### config.mk
export PLATFORM = sky130hd
export DESIGN_NAME = struct_deint_loader
export DESIGN_NICKNAME = d
export VERILOG_FILES = /design/src/rtl/sdl_pkg.sv /design/src/rtl/sdl_seq.sv /design/src/rtl/sdl_gather.sv /design/src/rtl/sdl_split.sv /design/src/rtl/struct_deint_loader.sv
export SDC_FILE = /design/constraint.sdc
export NUM_CORES = 1
export LEC_CHECK = 0
export CAP_MARGIN = 20
export CORE_MARGIN = 2
export CORE_UTILIZATION = 30
export DETAILED_ROUTE_END_ITERATION = 10
export DONT_BUFFER_PORTS = 1
export GPL_TIMING_DRIVEN = 0
export HOLD_SLACK_MARGIN = 0.05
export PLACE_DENSITY = 0.49
export SYNTH_ARGS = -nofsm -noshare
export SYNTH_HDL_FRONTEND = slang
export SYNTH_SLANG_ARGS = --single-unit
export TNS_END_PERCENT = 10
### constraint.sdc
create_clock -name clk -period 11.35 [get_ports clk]
set_clock_uncertainty 0.2 [all_clocks]
set_input_delay 1.7025 -clock clk [delete_from_list [all_inputs] [get_ports clk]]
set_output_delay 1.7025 -clock clk [all_outputs]
set_load 0.005 [all_outputs]
### src/rtl/sdl_pkg.sv
// Shared definitions for the structure de-interleaving loader.
// Assumes a 32-bit memory word and three destination vectors.
package sdl_pkg;
    typedef enum logic [1:0] {
        SZ_B8  = 2'd0,
        SZ_B16 = 2'd1,
        SZ_B32 = 2'd2,
        SZ_ALT = 2'd3
    } elem_sz_e;

    typedef enum logic [1:0] {
        ST_IDLE,
        ST_READ,
        ST_DRAIN,
        ST_FIN
    } seq_st_e;

    localparam int WORD_BYTES = 4;
    localparam int NUM_DEST   = 3;
endpackage

### src/rtl/sdl_seq.sv
// Read sequencer: latches the request and issues word reads from the
// rounded-down base. It tracks the one-cycle read latency and produces busy/done.
// Assumes TOTAL_BYTES is a multiple of the word size.
module sdl_seq
    import sdl_pkg::*;
#(
    parameter int AW          = 16,
    parameter int TOTAL_BYTES = 24,
    parameter int CW          = 3
) (
    input  logic          clk,
    input  logic          rst_n,
    input  logic          start,
    input  logic [AW-1:0] base_addr,
    input  logic [1:0]    elem_size,
    input  logic          post_inc,
    output logic          mem_re,
    output logic [AW-1:0] mem_addr,
    output logic          cap_en,
    output logic [CW-1:0] cap_idx,
    output logic [1:0]    byte_off,
    output logic [1:0]    size_q,
    output logic          busy,
    output logic          done,
    output logic [AW-1:0] next_addr
);
    localparam int ALIGNED_WORDS = TOTAL_BYTES / WORD_BYTES;

    seq_st_e       st;
    logic [AW-1:0] base_q;
    logic          pinc_q;
    logic [CW-1:0] iss_cnt;
    logic [CW-1:0] cap_cnt;
    logic          rd_pend;
    logic [CW-1:0] last_idx;

    // Index of the last word: one more when the base is unaligned
    always_comb last_idx = (base_q[1:0] == 2'd0) ? CW'(ALIGNED_WORDS - 1) : CW'(ALIGNED_WORDS);

    // Control state, request latch and read/capture counters
    always_ff @(posedge clk) begin
        if (!rst_n) begin
            st      <= ST_IDLE;
            base_q  <= '0;
            size_q  <= '0;
            pinc_q  <= 1'b0;
            iss_cnt <= '0;
            cap_cnt <= '0;
            rd_pend <= 1'b0;
        end else begin
            rd_pend <= mem_re;
            if (rd_pend) cap_cnt <= cap_cnt + 1'b1;
            case (st)
                ST_IDLE: if (start) begin
                    base_q  <= base_addr;
                    size_q  <= elem_size;
                    pinc_q  <= post_inc;
                    iss_cnt <= '0;
                    cap_cnt <= '0;
                    st      <= ST_READ;
                end
                ST_READ: begin
                    iss_cnt <= iss_cnt + 1'b1;
                    if (iss_cnt == last_idx) st <= ST_DRAIN;
                end
                ST_DRAIN: if (rd_pend && cap_cnt == last_idx) st <= ST_FIN;
                default: st <= ST_IDLE;
            endcase
        end
    end

    // Port-side decode of the sequencer state
    always_comb begin
        mem_re    = (st == ST_READ);
        mem_addr  = {base_q[AW-1:2], 2'b00} + AW'({iss_cnt, 2'b00});
        cap_en    = rd_pend;
        cap_idx   = cap_cnt;
        byte_off  = base_q[1:0];
        busy      = (st != ST_IDLE);
        done      = (st == ST_FIN);
        next_addr = pinc_q ? base_q + AW'(TOTAL_BYTES) : base_q;
    end
endmodule

### src/rtl/sdl_gather.sv
// Word collector: stores returned words and realigns them into a byte
// stream that starts at the base's byte offset.
// Assumes words arrive in rising address order.
module sdl_gather #(
    parameter int TOTAL_BYTES = 24,
    parameter int MAXW        = 7,
    parameter int CW          = 3
) (
    input  logic                     clk,
    input  logic                     rst_n,
    input  logic                     cap_en,
    input  logic [CW-1:0]            cap_idx,
    input  logic [31:0]              mem_rdata,
    input  logic [1:0]               byte_off,
    output logic [8*TOTAL_BYTES-1:0] stream
);
    logic [31:0]         wbuf [MAXW];
    logic [32*MAXW-1:0]  flat;

    // Capture each returned word into its slot
    always_ff @(posedge clk) begin
        if (!rst_n) begin
            for (int i = 0; i < MAXW; i++) wbuf[i] <= '0;
        end else if (cap_en && int'(cap_idx) < MAXW) begin
            wbuf[cap_idx] <= mem_rdata;
        end
    end

    // Flatten the words and drop the leading offset bytes
    always_comb begin
        for (int i = 0; i < MAXW; i++) flat[32*i +: 32] = wbuf[i];
        for (int n = 0; n < TOTAL_BYTES; n++)
            stream[8*n +: 8] = flat[8*(n + int'(byte_off)) +: 8];
    end
endmodule

### src/rtl/sdl_split.sv
// Lane router: transposes a record stream into three vectors for each
// element width and selects the variant named by the size code.
// Assumes three elements per record and VEC_W a multiple of 32.
module sdl_split
    import sdl_pkg::*;
#(
    parameter int VEC_W = 64
) (
    input  logic [3*VEC_W-1:0] stream,
    input  logic [1:0]         size_q,
    output logic [VEC_W-1:0]   vec0,
    output logic [VEC_W-1:0]   vec1,
    output logic [VEC_W-1:0]   vec2
);
    localparam int VB = VEC_W / 8;

    logic [VEC_W-1:0] lay [3][NUM_DEST];

    for (genvar m = 0; m < 3; m++) begin : g_width
        localparam int EB    = 1 << m;
        localparam int LANES = VB / EB;
        for (genvar k = 0; k < NUM_DEST; k++) begin : g_dest
            for (genvar s = 0; s < LANES; s++) begin : g_lane
                for (genvar b = 0; b < EB; b++) begin : g_byte
                    assign lay[m][k][8*(s*EB+b) +: 8] =
                        stream[8*((s*NUM_DEST+k)*EB+b) +: 8];
                end
            end
        end
    end

    // Pick the layout for the latched element width
    always_comb begin
        case (elem_sz_e'(size_q))
            SZ_B8:   begin vec0 = lay[0][0]; vec1 = lay[0][1]; vec2 = lay[0][2]; end
            SZ_B16:  begin vec0 = lay[1][0]; vec1 = lay[1][1]; vec2 = lay[1][2]; end
            default: begin vec0 = lay[2][0]; vec1 = lay[2][1]; vec2 = lay[2][2]; end
        endcase
    end
endmodule

### src/rtl/struct_deint_loader.sv
// Top: three-element structure de-interleaving loader. It reads 3*VEC_W/8
// bytes from any byte base and produces three transposed vectors.
// Assumes a 32-bit memory with one cycle of read latency.
module struct_deint_loader
    import sdl_pkg::*;
#(
    parameter int AW    = 16,
    parameter int VEC_W = 64
) (
    input  logic             clk,
    input  logic             rst_n,
    input  logic             start,
    input  logic [AW-1:0]    base_addr,
    input  logic [1:0]       elem_size,
    input  logic             post_inc,
    output logic             mem_re,
    output logic [AW-1:0]    mem_addr,
    input  logic [31:0]      mem_rdata,
    output logic             busy,
    output logic             done,
    output logic [VEC_W-1:0] vec0,
    output logic [VEC_W-1:0] vec1,
    output logic [VEC_W-1:0] vec2,
    output logic [AW-1:0]    next_addr
);
    localparam int TOTAL_BYTES = NUM_DEST * VEC_W / 8;
    localparam int MAXW        = TOTAL_BYTES / WORD_BYTES + 1;
    localparam int CW          = $clog2(MAXW + 1);

    logic                     cap_en;
    logic [CW-1:0]            cap_idx;
    logic [1:0]               byte_off;
    logic [1:0]               size_q;
    logic [8*TOTAL_BYTES-1:0] stream;

    sdl_seq #(.AW(AW), .TOTAL_BYTES(TOTAL_BYTES), .CW(CW)) u_seq (
        .clk, .rst_n, .start, .base_addr, .elem_size, .post_inc,
        .mem_re, .mem_addr, .cap_en, .cap_idx, .byte_off, .size_q,
        .busy, .done, .next_addr
    );

    sdl_gather #(.TOTAL_BYTES(TOTAL_BYTES), .MAXW(MAXW), .CW(CW)) u_gather (
        .clk, .rst_n, .cap_en, .cap_idx, .mem_rdata, .byte_off, .stream
    );

    sdl_split #(.VEC_W(VEC_W)) u_split (
        .stream, .size_q, .vec0, .vec1, .vec2
    );
endmodule

* Word-level counts from Yosys, hierarchy flattened
Memories as Yosys holds them, arrays and structs flattened.
Cells that the tools add are included.
** Storage, ports and cells
- Register bits after elaboration :: 28
- Memory bits (writable) :: 224
- Input bits :: 54
- Output and inout port bits :: 227
- Logic and storage cells :: 101
- Memories :: 1
** Memory list
- u_gather.wbuf :: words 7, width 32, rd ports 7, clocked after memory_dff 0, write ports 7, line sdl_gather.sv:17 : logic [31:0] wbuf [MAXW];
** Operators by class
- Add/subtract/negate cells :: 27
- Magnitude comparators :: 1
- Equality and inequality tests :: 9
- Shifts and indexed selects :: 24
- Multiplexer cells :: 21
- Reductions and logical operators :: 11
** Operator list (count)
- indexed part select 224 x 32 -> 8 bit :: 22
- case mux 64 bit (2 select lines) :: 2
- indexed part select 224 x 10 -> 8 bit :: 1
- indexed part select 224 x 6 -> 8 bit :: 1
- case mux 56 bit (2 select lines) :: 1
- adder 5 x 2 -> 6 bit (first input constant) :: 8
- adder 4 x 2 -> 5 bit (first input constant) :: 8
- two-way mux 32 bit :: 1
- OR reduction 32 bit :: 1
- adder 16 x 5 -> 16 bit :: 1
- adder 16 x 5 -> 16 bit (second input constant) :: 1
- adder 3 x 2 -> 4 bit (first input constant) :: 4
- two-way mux 16 bit :: 1
- two-way mux 3 bit :: 5
- two-way mux 2 bit :: 4
- adder 2 x 2 -> 3 bit (first input constant) :: 2
- adder 3 x 1 -> 3 bit (second input constant) :: 2
- equality test 3 bit :: 2
- logical NOT 2 bit :: 3
- case mux 2 bit (3 select lines) :: 1
- case mux 3 bit (2 select lines) :: 1
- two-way mux 1 bit :: 5
- equality test 2 x 1 -> 1 bit (second input constant) :: 2
- equality test 2 bit (second input constant) :: 2
- 8 further kinds :: 12

* Longest topological paths before layout
- Word-level depth :: 7
- Depth in mapped cells :: 8
- Depth with buffers taken out :: 8

* By module
From an unflattened synthesis, not the netlist that was laid out.
** Second synthesis, totals
- Cell total of the unflattened synthesis :: 1450
- Area, all modules :: 17563.1 µm²
** By module, submodules not included
- sdl_gather :: times used 1, cells an instance 800, area an instance 12594.6 µm², seq. area each 6246.0 µm²
- sdl_split :: times used 1, cells an instance 424, area an instance 3185.6 µm², seq. area each 0.0 µm²
- sdl_seq :: times used 1, cells an instance 226, area an instance 1783.0 µm², seq. area each 560.5 µm²

* Worst setup path after synthesis
No wires, ideal clock.
- Path kind :: input port to flip-flop
- Start point :: in rst_n
- End point :: mem u_gather.wbuf[3][0] (enable)
- Library setup time :: 466 ps
- Data arrival time :: 4216 ps
- Data required time :: 10684 ps
- Path slack :: 6469 ps
- Stages :: 3
- Buffers on the path :: 0
- Path through :: nor2b_1 > nand2_1 > o21ai_0
** RTL lines
- from (decl) :: line struct_deint_loader.sv:11 : input logic rst_n,
- to (decl) :: line sdl_gather.sv:17

* Worst setup path after layout
- Start point :: reg u_seq.size_q[1]
- End point :: out vec2[40]
** On the way
- Word-level cells in the longest chain between the ends :: 2
- Elaborated cells on any way between the ends :: 3
- Those cells by class :: 1 x eq/ne; 1 x mux; 1 x reduce/logical
** RTL lines
- from (decl) :: line sdl_seq.sv:22 : output logic [1:0] size_q,
- from (signal assigned) :: line sdl_seq.sv:56 : size_q <= elem_size;
- equality test 2 x 1 -> 1 bit / logical NOT 2 bit (equally long branches) :: line sdl_split.sv:34 : case (elem_sz_e'(size_q))
- case mux 56 bit (2 select lines) * :: line sdl_split.sv:34
- to (decl) :: line struct_deint_loader.sv:23 : output logic [VEC_W-1:0] vec2,
Every way passes the cells marked *; elsewhere a longest branch is shown, timed or not.

==> flow_summary_export.csv <==
group,metric,value,unit
status,outcome,"finished clean",
grt,antenna_found_initial,1,
clocking,clk_pin_slew,60,ps
floorplan,die_h,238,um
clocking,clock_path_buffers,3,
clocking,cts_tree,"done",
timing,min_period_over_period,48.9,%
synth,ys_ff_latch,244,
timing,hold_viol,0,
critical_path,endpoint_kind,"output port",
drt,ant_nets,0,
synth,async_reset_ff_share,0,%
floorplan,dieArea,56600,sq um
power,seqPwrFrac,30.1,%
synth,synth_area_leader_cell,"edfxtp_1",
drt,firstDrtPassIters,9,
clocking,cts_repair_resize_count,0,
clocking,cts.sinks,244,
power,p_total,3.52,mW
timing,post-route-min-period,5560,ps
final_layout,final_cells,2447,
timing,finalMaxSlewViolations,0,
synth,yosysWarnings,0,
timing,slew_headroom,11.6,%
synth,syn_inst,1680,
clocking,cts_made_buffers,31,
critical_path,worstPathRequired,9450,ps
timing,fin_setup_tns,0,ps
placed_design,dpl_cell_area,17500,sq um
synth,synth_edf_count,192,
power,vdd_drop_max,0.122,mV
synth,ys_seq_area_share,41.4,%
floorplan,coreArea,54000,sq um
final_layout,syn_to_final_growth,13.3,%
grt,grt_usage,31.7,%
critical_path,start_kind,"flop",
grt,grt_max_degree,33,
power,power.internal,2.06,mW
synth,synth_area_leaders,"edfxtp_1 35%, mux2i_1 8.4%, mux4_2 8.0%",
drt,first_iter_violations,2538,
clocking,cts_setup_buffers,0,
grt,grt_pass1_wl,123,mm
synth,yosysMostFrequentCell,"nand2_1",
floorplan,die_w,238,um
power,clock_power_share,30.9,%
drt,vias,15400,
synth,synth_cell_types,50,
placed_design,numPortBuffers,0,
grt,first_global_vias,14500,
placed_design,dp_hpwl,67.6,mm
placed_design,dp.cells,2384,
timing,rsz0062_at_grt,"no",
power,p_switching,1.47,mW
timing,layout_setup_ws,5790,ps
power,cellPowerDensity,189,nW/um^2
critical_path,worst_ep_arrival_time,3650,ps
grt,gr-total-overflow,0,
synth,synthesis.area,16400,sq um
final_layout,layout-drive-gt1-share,14.5,%
clocking,cts-root-buf,"clkbuf_16",
drt,viasPerCell,6.29,
placed_design,pre_cts_ws,6520,ps
final_layout,final_nets,1789,
hold_path,hold_path_class,"flop to flop",
floorplan,io_pins,281,
timing,setup_viol,0,
floorplan,row_count,85,
timing,tightest_slew,1330,ps
critical_path,cp_max_fo,10,
power,switching_share,41.7,%
timing,max_freq,180,MHz
clocking,cts_hold_buffers,0,
clocking,clk_latency,580,ps
synth,synthFlopType,"edfxtp_1",
final_layout,post-route-cell-area,18600,sq um
power,power_leakage,7.09,nW
clocking,htree_levels,1,
synth,syn_area_per_cell,9.78,sq um
floorplan,start_util,30.4,%
drt,wl_per_cell,38.0,um
synth,synthTopCellsByCount,"337 x nand2_1, 192 x edfxtp_1, 143 x nor2_1",
drt,totalWireLength,93.0,mm
critical_path,crit_type,"flop to output port",
synth,synth_top_area_share,35.1,%
power,power_frac_comb,39.0,%
drt,drc,0,
placed_design,place.gp.congestion,1.00,
flow_run,drv_cap,0,
==> final cells by class <==
cell class                      count  area (sq um)
Antenna cell                        2          5.00
Buffer                            140           741
Tap cell                          696           871
Timing Repair Buffer               10           181
Clock inverter                     23           309
Multi-Input combinational cell   1206          8560
Sequential cell                   244          6810
Inverter                           91           342
Fill cell                        5529         35400
Clock buffer                       35           791
==> critical path, cell delays in order (launching register included) <==
cell and delay (ps):
dfxtp_1 460, buf_2 240, buf_1 770, clkbuf_1 970
o21ai_0 610
==> logic make-up (layout without fill, tap and decap cells) <==
| group | Yosys count | in the layout | synth area share (%) |
|---|---|---|---|
| adders and majority gates | 11 | 11 | 0.884 |
| muxes | 261 | 261 | 21.4 |
| xor gates and xnor gates | 26 | 26 | 1.39 |
| other | 1 | 4 | 0.0228 |
| AOI/OAI and AO/OA | 287 | 287 | 12.1 |
| buffers and inverters | 231 | 299 | 6.59 |
| and+or+nand+nor | 619 | 619 | 16.2 |
| DFF | 244 | 244 | 41.4 |
==> flip-flops by register name, indices dropped and copies added, names as in the netlist <==
signal and count:
u_seq.st 2, u_seq.size_q 2, u_seq.cap_idx 3, u_gather.wbuf 216
u_seq.iss_cnt 3, u_seq.base_q 16, u_seq.pinc_q 1, u_seq.cap_en 1
==> per-stage QoR <==
stage | hold WS [ps] | utilization, %
2_1_floorplan | 232 | -
3_3_place_gp | 245 | 32.0
3_5_place_dp | 248 | 32.3
4_1_cts | 254 | 34.4
5_1_grt | 292 | 34.4
6_report | 256 | 34.4
==> layout by cell type, fill, tap and decap left out, types with 8 or more instances in the layout <==
master and n:
inv_1 89, a222oi_1 38, mux4_2 58, buf_4 22, nand2_1 333, clkbuf_1 60, mux2_2 59, mux2i_1 138
clkbuf_16 31, o211ai_1 10, edfxtp_1 192, nor2b_1 33, ha_1 10, buf_2 34, and2_1 72, a21boi_0 38
buf_6 13, a21oi_1 65, nand3_1 8, o21ai_0 41, dfxtp_1 52, nor3_1 14, a22oi_1 48, xnor2_1 20
a211oi_1 23, nor2_1 143, buf_1 16
==> power by group through the flow <==
stage,clock network [mW],registers (mW),logic (mW)
floorplan,0,1.06,0.759
detailed placement,0,1.08,1.30
finish,1.09,1.06,1.37
global placement,0,1.08,1.29
CTS,1.09,1.06,1.31
global route,1.12,1.06,1.39
==> metal layers <==
metal	wire [um]	vias to the layer above	share of wire [%]	global-route usage, %
met5	0	-	0	0
met2	40200	1297	43	48.0
met4	6310	0	6.8	18.8
met3	12300	325	13	10.9
li1	-	6095	-	-
met1	34200	7672	37	39.0
==> final timing paths <==
path,from,endpoint,slack [ps],depth (start not counted)
setup reg to reg,u_seq.cap_en,u_gather.wbuf[1][25],8100,5
hold reg to reg,u_gather.wbuf[6][17],u_gather.wbuf[6][17],260,2
setup / recovery,u_seq.size_q[1],vec2[40],5790,4
hold / removal,u_gather.wbuf[6][17],u_gather.wbuf[6][17],260,2
Power figures use the tool's default switching activity.
